<file path="config.mk">
export PLATFORM = sky130hd
export DESIGN_NAME = plm_macrocell
export DESIGN_NICKNAME = d
export VERILOG_FILES = /design/src/rtl/plm_pkg.sv /design/src/rtl/plm_mode_decode.sv /design/src/rtl/plm_term_sum.sv /design/src/rtl/plm_out_reg.sv /design/src/rtl/plm_macrocell.sv
export SDC_FILE = /design/constraint.sdc
export NUM_CORES = 1
export LEC_CHECK = 0
export BUFFER_PORTS_ARGS = -buffer_cell sky130_fd_sc_hd__clkbuf_2
export CAP_MARGIN = 25
export CORE_AREA = 4 4 41 43
export CTS_BUF_LIST = sky130_fd_sc_hd__clkbuf_8
export DETAILED_ROUTE_END_ITERATION = 8
export DIE_AREA = 0 0 45 47
export PLACE_DENSITY_LB_ADDON = 0.25
export SLEW_MARGIN = 20
export SYNTH_ARGS = -nofsm -noshare
export SYNTH_HDL_FRONTEND = slang
export SYNTH_SLANG_ARGS = --single-unit
</file>
<file path="constraint.sdc">
create_clock -name clk -period 2.69 [get_ports clk]
set_input_delay 0.1345 -clock clk [delete_from_list [all_inputs] [get_ports clk]]
set_output_delay 0.1345 -clock clk [all_outputs]
set_load 0.03 [all_outputs]
</file>
<file path="src/rtl/plm_pkg.sv">
// Shared types for the programmable-logic output cell.
// Assumes the three mode bits are static or change only between clock edges.
package plm_pkg;

    typedef enum logic [2:0] {
        CM_REGISTERED,
        CM_COMB_OUT,
        CM_COMB_IO,
        CM_INPUT_ONLY,
        CM_UNUSED
    } cell_mode_e;

    typedef struct packed {
        cell_mode_e mode;
        logic       reserve_last;   // last term leaves the OR sum
        logic       en_from_term;   // buffer enable comes from the last term
    } cell_ctrl_t;

    // Maps the global pair plus the cell bit onto a role (R1 encoding).
    function automatic cell_ctrl_t decode_mode(input logic ga, input logic gb, input logic cs);
        cell_ctrl_t c;
        c.reserve_last = 1'b0;
        c.en_from_term = 1'b0;
        unique case ({ga, gb, cs})
            3'b010:          c.mode = CM_REGISTERED;
            3'b100:          c.mode = CM_COMB_OUT;
            3'b011, 3'b111: begin
                c.mode         = CM_COMB_IO;
                c.reserve_last = 1'b1;
                c.en_from_term = 1'b1;
            end
            3'b101:          c.mode = CM_INPUT_ONLY;
            default:         c.mode = CM_UNUSED;
        endcase
        return c;
    endfunction

endpackage

</file>
<file path="src/rtl/plm_mode_decode.sv">
// Turns the three mode bits into a role plus steering flags.
// Purely combinational; it assumes the mode bits come from stable configuration.
module plm_mode_decode
    import plm_pkg::*;
(
    input  logic       glob_a,
    input  logic       glob_b,
    input  logic       cell_cfg,
    output cell_ctrl_t ctrl
);

    // Decode the mode bits through the shared table.
    always_comb begin
        ctrl = decode_mode(glob_a, glob_b, cell_cfg);
    end

endmodule

</file>
<file path="src/rtl/plm_term_sum.sv">
// ORs the product terms through a prefix chain. It offers the full sum and
// the sum without the last term, for the modes that reserve that term.
// Assumes N_TERMS >= 2.
module plm_term_sum #(
    parameter int N_TERMS = 8
) (
    input  logic [N_TERMS-1:0] pterm,
    output logic               sum_all,
    output logic               sum_less
);

    localparam int LAST = N_TERMS - 1;

    logic [N_TERMS-1:0] acc;

    assign acc[0] = pterm[0];

    // Build the running OR so that both sums come from one chain.
    for (genvar i = 1; i < N_TERMS; i++) begin : g_prefix
        assign acc[i] = acc[i-1] | pterm[i];
    end

    assign sum_all  = acc[LAST];
    assign sum_less = acc[LAST-1];

endmodule

</file>
<file path="src/rtl/plm_out_reg.sv">
// The cell's single flip-flop. It loads on every rising edge and clears
// synchronously while rst_n is low. Assumes clk is free-running.
module plm_out_reg (
    input  logic clk,
    input  logic rst_n,
    input  logic d,
    output logic q
);

    // Capture the polarity-adjusted sum, or clear it on reset.
    always_ff @(posedge clk) begin
        if (!rst_n) q <= 1'b0;
        else        q <= d;
    end

endmodule

</file>
<file path="src/rtl/plm_macrocell.sv">
// One configurable output cell. It sums product terms, applies polarity,
// and either registers the result or passes it through. It also steers the
// buffer enable and the feedback according to the decoded role.
// Assumes the tri-state driver is outside and its resolved level returns on pin_in.
module plm_macrocell
    import plm_pkg::*;
#(
    parameter int N_TERMS = 8
) (
    input  logic               clk,
    input  logic               rst_n,
    input  logic [N_TERMS-1:0] pterm,
    input  logic               glob_a,
    input  logic               glob_b,
    input  logic               cell_cfg,
    input  logic               cell_inv,
    input  logic               oe_pin_n,
    input  logic               pin_in,
    output logic               data_out,
    output logic               buf_en,
    output logic               fb_out
);

    localparam int LAST = N_TERMS - 1;

    cell_ctrl_t ctrl;
    logic       sum_all;
    logic       sum_less;
    logic       sum_sel;
    logic       comb_val;
    logic       reg_d;
    logic       reg_q;

    plm_mode_decode u_decode (
        .glob_a   (glob_a),
        .glob_b   (glob_b),
        .cell_cfg (cell_cfg),
        .ctrl     (ctrl)
    );

    plm_term_sum #(.N_TERMS(N_TERMS)) u_sum (
        .pterm    (pterm),
        .sum_all  (sum_all),
        .sum_less (sum_less)
    );

    // Pick the sum width for the role, then apply the cell polarity.
    always_comb begin
        sum_sel  = ctrl.reserve_last ? sum_less : sum_all;
        comb_val = sum_sel ^ cell_inv;
        reg_d    = sum_all ^ cell_inv;
    end

    plm_out_reg u_reg (
        .clk   (clk),
        .rst_n (rst_n),
        .d     (reg_d),
        .q     (reg_q)
    );

    // Steer the output value, buffer enable and feedback for the decoded role.
    always_comb begin
        data_out = 1'b0;
        buf_en   = 1'b0;
        fb_out   = 1'b0;
        case (ctrl.mode)
            CM_REGISTERED: begin
                data_out = reg_q;
                buf_en   = ~oe_pin_n;
                fb_out   = reg_q;
            end
            CM_COMB_OUT: begin
                data_out = comb_val;
                buf_en   = 1'b1;
                fb_out   = comb_val;
            end
            CM_COMB_IO: begin
                data_out = comb_val;
                buf_en   = ctrl.en_from_term & pterm[LAST];
                fb_out   = pin_in;
            end
            CM_INPUT_ONLY: begin
                fb_out   = pin_in;
            end
            default: begin
                data_out = 1'b0;
            end
        endcase
    end

    // Mode flags derived straight from the ports, for the checks below.
    logic chk_reg, chk_io, chk_in, chk_unused;
    assign chk_reg    = !glob_a &&  glob_b && !cell_cfg;
    assign chk_io     =  glob_b &&  cell_cfg;
    assign chk_in     =  glob_a && !glob_b &&  cell_cfg;
    assign chk_unused = (!glob_a && !glob_b) || (glob_a && glob_b && !cell_cfg);

    // the registered output shows the sum present before the last edge.
    assert_reg_capture_R2: assert property (@(posedge clk) disable iff (!rst_n)
        (chk_reg && $past(rst_n)) |-> (data_out == $past((|pterm) ^ cell_inv)));

    // the device pin gates the buffer, and feedback tracks the register.
    assert_reg_enable_R3: assert property (@(posedge clk) disable iff (!rst_n)
        chk_reg |-> (buf_en == !oe_pin_n && fb_out == data_out));

    // the last term gates the buffer and feedback follows the pin.
    assert_io_enable_R7: assert property (@(posedge clk) disable iff (!rst_n)
        chk_io |-> (buf_en == pterm[LAST] && fb_out == pin_in));

    // input-only mode never enables the buffer.
    assert_input_off_R8: assert property (@(posedge clk) disable iff (!rst_n)
        chk_in |-> (!buf_en && fb_out == pin_in));

    // unused codes give a silent cell.
    assert_unused_quiet_R9: assert property (@(posedge clk) disable iff (!rst_n)
        chk_unused |-> (!buf_en && !data_out && !fb_out));

    // the cycle after a reset edge in registered mode shows zero.
    assert_reset_clear_R10: assert property (@(posedge clk)
        (rst_n && $past(rst_n) == 1'b0 && chk_reg) |-> (data_out == 1'b0));

endmodule

</file>
==> flow_summary.html, run 1 <==
<table>
<tr><th>Metric</th><th>Value</th></tr>
<tr><th colspan="2">Run</th></tr>
<tr><td># Max-Cap Violations</td><td>0</td></tr>
<tr><th colspan="2">Setup path</th></tr>
<tr><td>Category of cells accounting for the largest share of critical-path delay</td><td>simple AND/OR/NAND/NOR gates</td></tr>
<tr><td>Buffer and inverter count on the worst path</td><td>2</td></tr>
<tr><td>Slowest stage delay, CP</td><td>0.53 ns</td></tr>
<tr><td>Crit path required time</td><td>2.56 ns</td></tr>
<tr><td>Worst Path Max Fanout</td><td>2</td></tr>
<tr><td>Critical path startpoint category</td><td>input pin</td></tr>
<tr><td>Arrival time worst endpoint</td><td>1.57 ns</td></tr>
<tr><td>Count of cell instances traversed by the critical path</td><td>6</td></tr>
<tr><td>Cell with the biggest individual delay on the critical path</td><td>or4_4</td></tr>
<tr><td>CP startpoint</td><td>pterm[3]</td></tr>
<tr><td>Cell-by-cell listing of the critical path</td><td>clkbuf_2, or4_4, a211o_1, xnor2_2, o211ai_1, clkbuf_2</td></tr>
<tr><td>Crit path capture type</td><td>output port</td></tr>
<tr><td>Cell mode on critical path</td><td>clkbuf_2</td></tr>
<tr><td>Path type of the worst setup path</td><td>in -&gt; out</td></tr>
<tr><th colspan="2">Global route</th></tr>
<tr><td>Overall overflow remaining after global route</td><td>0</td></tr>
<tr><td>Antenna violations before repair</td><td>0</td></tr>
<tr><td>Global-route wire length before repair</td><td>931 microns</td></tr>
<tr><td>Maximum number of pins on one net before global-route repair</td><td>8</td></tr>
<tr><td>Number of global-route vias before repair</td><td>246</td></tr>
<tr><td>GR Util All Layers</td><td>5.43%</td></tr>
<tr><th colspan="2">Logic synthesis</th></tr>
<tr><td>Fraction of the yosys area taken by sequential cells</td><td>12.6%</td></tr>
<tr><td>Leading area contributor after synthesis</td><td>dfxtp_1</td></tr>
<tr><td>Total nets after synthesis</td><td>37</td></tr>
<tr><td>Post-Synthesis Mean Instance Area</td><td>7.57 sq um</td></tr>
<tr><td>Count of cell types in the netlist</td><td>17</td></tr>
<tr><td>Warnings from Yosys</td><td>0</td></tr>
<tr><td>Syn Inst Count</td><td>21</td></tr>
<tr><td>Post-synthesis sequential element count</td><td>1</td></tr>
<tr><td>Cell area after technology mapping</td><td>159 sq um</td></tr>
<tr><td>Cell types occupying the most area after synthesis</td><td>dfxtp_1, xnor2_2, o211ai_1</td></tr>
<tr><td>Top-area cell type share of the netlist area</td><td>12.6%</td></tr>
<tr><th colspan="2">Detailed routing</th></tr>
<tr><td>Drc violations</td><td>0</td></tr>
<tr><td>Vias per cell</td><td>4.19</td></tr>
<tr><td>Final Routed Wirelength</td><td>486 microns</td></tr>
<tr><td>DR pass1 iterations</td><td>5</td></tr>
<tr><td>Detailed router's first-iteration violation count</td><td>7</td></tr>
<tr><td>Average wire per cell in the routed design</td><td>9.00 microns</td></tr>
<tr><td>ANT nets after route</td><td>0</td></tr>
<tr><td>Via count of the routed design</td><td>226</td></tr>
<tr><th colspan="2">Timing</th></tr>
<tr><td>Max-Slew Margin vs Limit</td><td>88.4%</td></tr>
<tr><td>Period utilisation layout</td><td>63.2%</td></tr>
<tr><td>Total negative setup slack</td><td>0 ns</td></tr>
<tr><td>Number of pins with negative max-slew slack in the final report</td><td>0</td></tr>
<tr><td>Crit path time final</td><td>1.70 ns</td></tr>
<tr><td>Unrepaired setup endpoints after global routing</td><td>false</td></tr>
<tr><td>Maximum clock frequency</td><td>588 MHz</td></tr>
<tr><td>Slew at the pin closest to its max-slew limit</td><td>0.172 ns</td></tr>
<tr><td>Final count of negative-setup-slack endpoints</td><td>0</td></tr>
<tr><td>Endpoints failing hold</td><td>0</td></tr>
<tr><th colspan="2">Final layout</th></tr>
<tr><td>Layout cell share with drive strength beyond 1</td><td>56.4%</td></tr>
<tr><td>Filler cell count</td><td>164</td></tr>
<tr><td>Filler-free cell count of the finished design</td><td>54</td></tr>
<tr><td>NumNets Final</td><td>57</td></tr>
<tr><td>Multi-input logic area</td><td>135 sq um</td></tr>
<tr><td>Number of diodes</td><td>0</td></tr>
<tr><td>Register name with the most flops</td><td>u_reg.q</td></tr>
<tr><td>Sequential Area</td><td>20.0 sq um</td></tr>
<tr><td>Commonest non-fill, non-tap cell in the layout</td><td>clkbuf_2</td></tr>
<tr><td>Number of flip-flops under the largest register name</td><td>1</td></tr>
<tr><td>Area growth, synth to finish</td><td>68.5%</td></tr>
<tr><td>Finished Cell Area</td><td>268 sq um</td></tr>
<tr><td>Final design utilization</td><td>20.6%</td></tr>
<tr><td>Regs by FF count</td><td>u_reg.q: 1 flops</td></tr>
<tr><td>Commonest non-fill, non-tap cells in the layout</td><td>clkbuf_2, nand2_1, o211ai_1, a21oi_1, and2_1</td></tr>
<tr><th colspan="2">Power</th></tr>
<tr><td>Leakage dissipation</td><td>0.127 nW</td></tr>
<tr><td>Worst IR Drop VDD</td><td>0.0000634 V</td></tr>
<tr><td>Power per cell area</td><td>192 nW/um^2</td></tr>
<tr><th colspan="2">Worst hold path</th></tr>
<tr><td>Hold path startpoint</td><td>rst_n</td></tr>
<tr><td>Min-Delay Path Class</td><td>in -&gt; reg</td></tr>
<tr><td>WHS Path Cells</td><td>2</td></tr>
<tr><th colspan="2">Placement</th></tr>
<tr><td>Placed inst area</td><td>268 sq um</td></tr>
<tr><td>DP Cell Count</td><td>54</td></tr>
<tr><td>Gpl congestion</td><td>0.707</td></tr>
<tr><td>Placed wire-length estimate</td><td>454 microns</td></tr>
<tr><td>Count of buffers from port buffering</td><td>18</td></tr>
<tr><th colspan="2">Die</th></tr>
<tr><td>Height of the die</td><td>47 microns</td></tr>
<tr><td>Floorplan Core Area</td><td>1300 sq um</td></tr>
<tr><td>Total Die Area</td><td>2120 sq um</td></tr>
<tr><td>Initial core utilization</td><td>12.2%</td></tr>
<tr><td>Core Rows</td><td>13</td></tr>
<tr><td>I/O pin total</td><td>19</td></tr>
<tr><td>Horiz. Die Dim</td><td>45 microns</td></tr>
<tr><th colspan="2">CTS</th></tr>
<tr><td>Cts repair resizes</td><td>0</td></tr>
<tr><td>Quantity of hold-fixing buffers added after cts</td><td>0</td></tr>
<tr><td>Post-CTS Setup Bufs</td><td>0</td></tr>
<tr><td>Reg clk slew, reported paths</td><td>0 ns</td></tr>
<tr><th colspan="2">Status</th></tr>
<tr><td>Outcome</td><td>finished clean</td></tr>
</table>
cells in the mapped netlist:
| cell | n |
|---|---|
| dfxtp_1 | 1 |
| o21ai_0 | 1 |
| nand2_1 | 2 |
| xnor2_1 | 1 |
| nor3_1 | 1 |
| xnor2_2 | 1 |
| nor3_2 | 1 |
| o21ai_1 | 1 |
| or3_1 | 1 |
| or4b_2 | 1 |
| inv_1 | 1 |
| and2_1 | 2 |
| o211ai_1 | 2 |
| a211o_1 | 1 |
| nor2_1 | 1 |
| a21oi_1 | 2 |
| or4_4 | 1 |
cell type report:
type	count	share of cell area (%)
well taps	15	7.01
inverters	1	1.40
multi-input cells	19	50.5
repair buffers	18	33.6
flip-flops and latches	1	7.48
layer usage:
metal / up-vias / track usage, % / share of wire [%]
li1: 117 / - / -
met1: 90 / 7.43 / 47
met2: 19 / 8.76 / 30
met3: 0 / 1.92 / 22
met4: 0 / 0 / 0
met5: - / 0 / 0
stage by stage:
| stage | hold WS, ns | total power (W) | setup WS (ns) |
|---|---|---|---|
| 2_1_floorplan | 0.256 | 0.0000333 | 0.972 |
| 3_3_place_gp | 0.341 | 0.0000519 | 0.978 |
| 3_5_place_dp | 0.340 | 0.0000517 | 0.985 |
| 4_1_cts | 0.340 | 0.0000518 | 0.986 |
| 5_1_grt | 0.355 | 0.0000561 | 0.939 |
| 6_report | 0.337 | 0.0000515 | 0.989 |
kinds of logic (layout without fill, tap and decap cells):
group | count (synthesis) | count (layout) | share of synthesized area, %
flip-flops | 1 | 1 | 12.6
XOR/XNOR | 2 | 2 | 15.8
AND/OR/NAND/NOR | 10 | 10 | 41.7
buffers and inverters | 1 | 19 | 2.36
AO/OA/AOI/OAI | 7 | 7 | 27.6
power breakdown:
part,switching (W),internal (W)
Clock,0,0
Combinational,0.0000194,0.0000160
Sequential,0.000000153,0.0000160
path summary, 6_finish.rpt:
kind                                  to  slack, ns
worst max-delay path              fb_out       0.99
worst min-delay path  u_reg.q$_SDFF_PN0_       0.34
No activity file was read; power rests on OpenSTA's default activity.
==> run 2: changes to the inputs <==
==> constraint.sdc (replaced) <==
create_clock -name clk -period 1.6 [get_ports clk]
set_input_delay 0.08 -clock clk [delete_from_list [all_inputs] [get_ports clk]]
set_output_delay 0.08 -clock clk [all_outputs]
set_load 0.03 [all_outputs]
==> flow_summary.html, run 2 (synthesis gave the netlist of run 1 again) <==
<table>
<tr><th>Metric</th><th>Value</th></tr>
<tr><th colspan="2">Final layout</th></tr>
<tr><td>Number of diodes</td><td>0</td></tr>
<tr><td>Layout cell share with drive strength beyond 1</td><td>56.4%</td></tr>
<tr><td>Area growth, synth to finish</td><td>71.7%</td></tr>
<tr><td>Register name with the most flops</td><td>u_reg.q</td></tr>
<tr><td>Filler cell count</td><td>153</td></tr>
<tr><td>Commonest non-fill, non-tap cell in the layout</td><td>clkbuf_2</td></tr>
<tr><td>Final design utilization</td><td>21.0%</td></tr>
<tr><td>Regs by FF count</td><td>u_reg.q: 1 flops</td></tr>
<tr><td>NumNets Final</td><td>57</td></tr>
<tr><td>Multi-input logic area</td><td>135 sq um</td></tr>
<tr><td>Filler-free cell count of the finished design</td><td>54</td></tr>
<tr><td>Number of flip-flops under the largest register name</td><td>1</td></tr>
<tr><td>Sequential Area</td><td>20.0 sq um</td></tr>
<tr><th colspan="2">Detailed routing</th></tr>
<tr><td>Detailed router's first-iteration violation count</td><td>1</td></tr>
<tr><td>Final Routed Wirelength</td><td>462 microns</td></tr>
<tr><td>Vias per cell</td><td>3.94</td></tr>
<tr><td>DR pass1 iterations</td><td>4</td></tr>
<tr><td>Via count of the routed design</td><td>213</td></tr>
<tr><td>ANT nets after route</td><td>0</td></tr>
<tr><td>Drc violations</td><td>0</td></tr>
<tr><td>Average wire per cell in the routed design</td><td>8.56 microns</td></tr>
<tr><th colspan="2">Placement</th></tr>
<tr><td>DP Cell Count</td><td>54</td></tr>
<tr><td>Count of buffers from port buffering</td><td>18</td></tr>
<tr><td>Post-placement setup slack</td><td>0.00518 ns</td></tr>
<tr><td>Gpl congestion</td><td>0.709</td></tr>
<tr><th colspan="2">Global route</th></tr>
<tr><td>Met1 Resource Use GR</td><td>7.00%</td></tr>
<tr><td>Number of global-route vias before repair</td><td>170</td></tr>
<tr><td>Met3 demand-to-capacity share in global routing</td><td>0.383%</td></tr>
<tr><td>Overall overflow remaining after global route</td><td>0</td></tr>
<tr><td>Gr busiest metal</td><td>met1</td></tr>
<tr><td>Antenna violations before repair</td><td>0</td></tr>
<tr><td>Fraction of met2 tracks used by global routing</td><td>5.37%</td></tr>
<tr><td>Maximum number of pins on one net before global-route repair</td><td>8</td></tr>
<tr><td>Global-route wire length before repair</td><td>690 microns</td></tr>
<tr><td>GR Util All Layers</td><td>4.02%</td></tr>
<tr><th colspan="2">Power</th></tr>
<tr><td>Worst IR Drop VDD</td><td>0.0000958 V</td></tr>
<tr><td>Switching Share</td><td>37.1%</td></tr>
<tr><td>Cell internal pwr</td><td>0.0000560 W</td></tr>
<tr><td>Portion of total power attributed to sequential cells</td><td>30.4%</td></tr>
<tr><td>Leakage dissipation</td><td>0.128 nW</td></tr>
<tr><td>Power per cell area</td><td>326 nW/um^2</td></tr>
<tr><td>Part of the total power dissipated in the clock network</td><td>0%</td></tr>
<tr><td>Comb power frac</td><td>69.6%</td></tr>
<tr><td>Net switching power figure</td><td>0.0000330 W</td></tr>
<tr><th colspan="2">Die</th></tr>
<tr><td>Core Rows</td><td>13</td></tr>
<tr><td>Initial core utilization</td><td>12.2%</td></tr>
<tr><td>Total Die Area</td><td>2120 sq um</td></tr>
<tr><td>Horiz. Die Dim</td><td>45 microns</td></tr>
<tr><td>Floorplan Core Area</td><td>1300 sq um</td></tr>
<tr><td>I/O pin total</td><td>19</td></tr>
<tr><td>Height of the die</td><td>47 microns</td></tr>
<tr><th colspan="2">Timing</th></tr>
<tr><td>Period utilisation layout</td><td>96.3%</td></tr>
<tr><td>Crit path time final</td><td>1.54 ns</td></tr>
<tr><td>Max-Slew Margin vs Limit</td><td>88.5%</td></tr>
<tr><td>Total negative setup slack</td><td>0 ns</td></tr>
<tr><td>Endpoints failing hold</td><td>0</td></tr>
<tr><td>Number of pins with negative max-slew slack in the final report</td><td>0</td></tr>
<tr><td>Unrepaired setup endpoints after global routing</td><td>false</td></tr>
<tr><td>Maximum clock frequency</td><td>649 MHz</td></tr>
<tr><td>Final count of negative-setup-slack endpoints</td><td>0</td></tr>
<tr><td>Slew at the pin closest to its max-slew limit</td><td>0.173 ns</td></tr>
<tr><td>Least setup slack across all paths after layout</td><td>0.0590 ns</td></tr>
<tr><td>Min Hold Slack</td><td>0.284 ns</td></tr>
<tr><th colspan="2">Setup path</th></tr>
<tr><td>Arrival time worst endpoint</td><td>1.46 ns</td></tr>
<tr><td>Cell with the biggest individual delay on the critical path</td><td>or4_4</td></tr>
<tr><td>Slowest stage delay, CP</td><td>0.53 ns</td></tr>
<tr><td>Crit path capture type</td><td>output port</td></tr>
<tr><td>Critical path startpoint category</td><td>input pin</td></tr>
<tr><td>Cell-by-cell listing of the critical path</td><td>clkbuf_2, or4_4, a211o_1, xnor2_2, o211ai_1, buf_4</td></tr>
<tr><td>Worst Path Max Fanout</td><td>2</td></tr>
<tr><td>Path type of the worst setup path</td><td>in -&gt; out</td></tr>
<tr><td>Crit path required time</td><td>1.52 ns</td></tr>
<tr><th colspan="2">CTS</th></tr>
<tr><td>Reg clk slew, reported paths</td><td>0 ns</td></tr>
<tr><td>Post-CTS Setup Bufs</td><td>0</td></tr>
<tr><td>Quantity of hold-fixing buffers added after cts</td><td>0</td></tr>
<tr><th colspan="2">Worst hold path</th></tr>
<tr><td>WHS Path Cells</td><td>2</td></tr>
<tr><td>Min-Delay Path Class</td><td>in -&gt; reg</td></tr>
<tr><td>Hold path startpoint</td><td>rst_n</td></tr>
<tr><td>End of the worst hold path</td><td>u_reg.q$_SDFF_PN0_</td></tr>
<tr><th colspan="2">Status</th></tr>
<tr><td>Outcome</td><td>finished clean</td></tr>
<tr><th colspan="2">Run</th></tr>
<tr><td># Max-Cap Violations</td><td>0</td></tr>
</table>
-- run 2: metrics by stage --
step / area [sq um] / power, W
finish: 273 / 0.0000890
global route: 273 / 0.0000942
CTS: 268 / 0.0000871
detailed placement: 268 / 0.0000868
global placement: 268 / 0.0000869
floorplan: 159 / 0.0000560
-- run 2: timing repair --
item / 4_1_cts / 5_1_grt
endpoints found under the hold margin: 0 / 0
resized for setup: 0 / 6
endpoints found under the setup margin: 0 / 2
-- run 2: worst max-delay path by stage --
| stage | startpoint | endpoint | slack [ns] | cells after the start |
|---|---|---|---|---|
| floorplan | pterm[3] | fb_out | -0.009 | 4 |
| global placement | pterm[3] | fb_out | 0.01 | 6 |
| detailed placement | pterm[3] | fb_out | 0.005 | 6 |
| CTS | pterm[3] | fb_out | 0.006 | 6 |
| global route | pterm[3] | data_out | 0.007 | 6 |
| finish | pterm[3] | fb_out | 0.06 | 6 |
-- run 2: power by group through the flow --
stage | clock, W | combinational, W | sequential, W
after floorplan | 0 | 0.0000290 | 0.0000270
after global placement | 0 | 0.0000599 | 0.0000271
after detailed placement | 0 | 0.0000597 | 0.0000272
after CTS | 0 | 0.0000599 | 0.0000272
after global routing | 0 | 0.0000669 | 0.0000273
final | 0 | 0.0000619 | 0.0000271
-- run 2: layout make-up --
| class | count | share of cell area, % |
|---|---|---|
| timing repair buffer | 18 | 34.9 |
| inverter | 1 | 1.38 |
| sequential | 1 | 7.34 |
| tap | 15 | 6.88 |
| multi-input combinational | 19 | 49.5 |
-- run 2: routing by layer --
| metal | part of all wire (%) | vias up |
|---|---|---|
| met2 | 25 | 19 |
| met4 | 0 | 0 |
| met1 | 52 | 78 |
| met3 | 23 | 0 |
| li1 | - | 116 |
| met5 | 0 | - |
-- run 2: critical path, delay by kind of cell --
kind	cells	cell delay, ns
xor gates and xnor gates	1	0.14
and+or+nand+nor	1	0.53
AOI/OAI and AO/OA	2	0.43
buffers and inverters	2	0.27
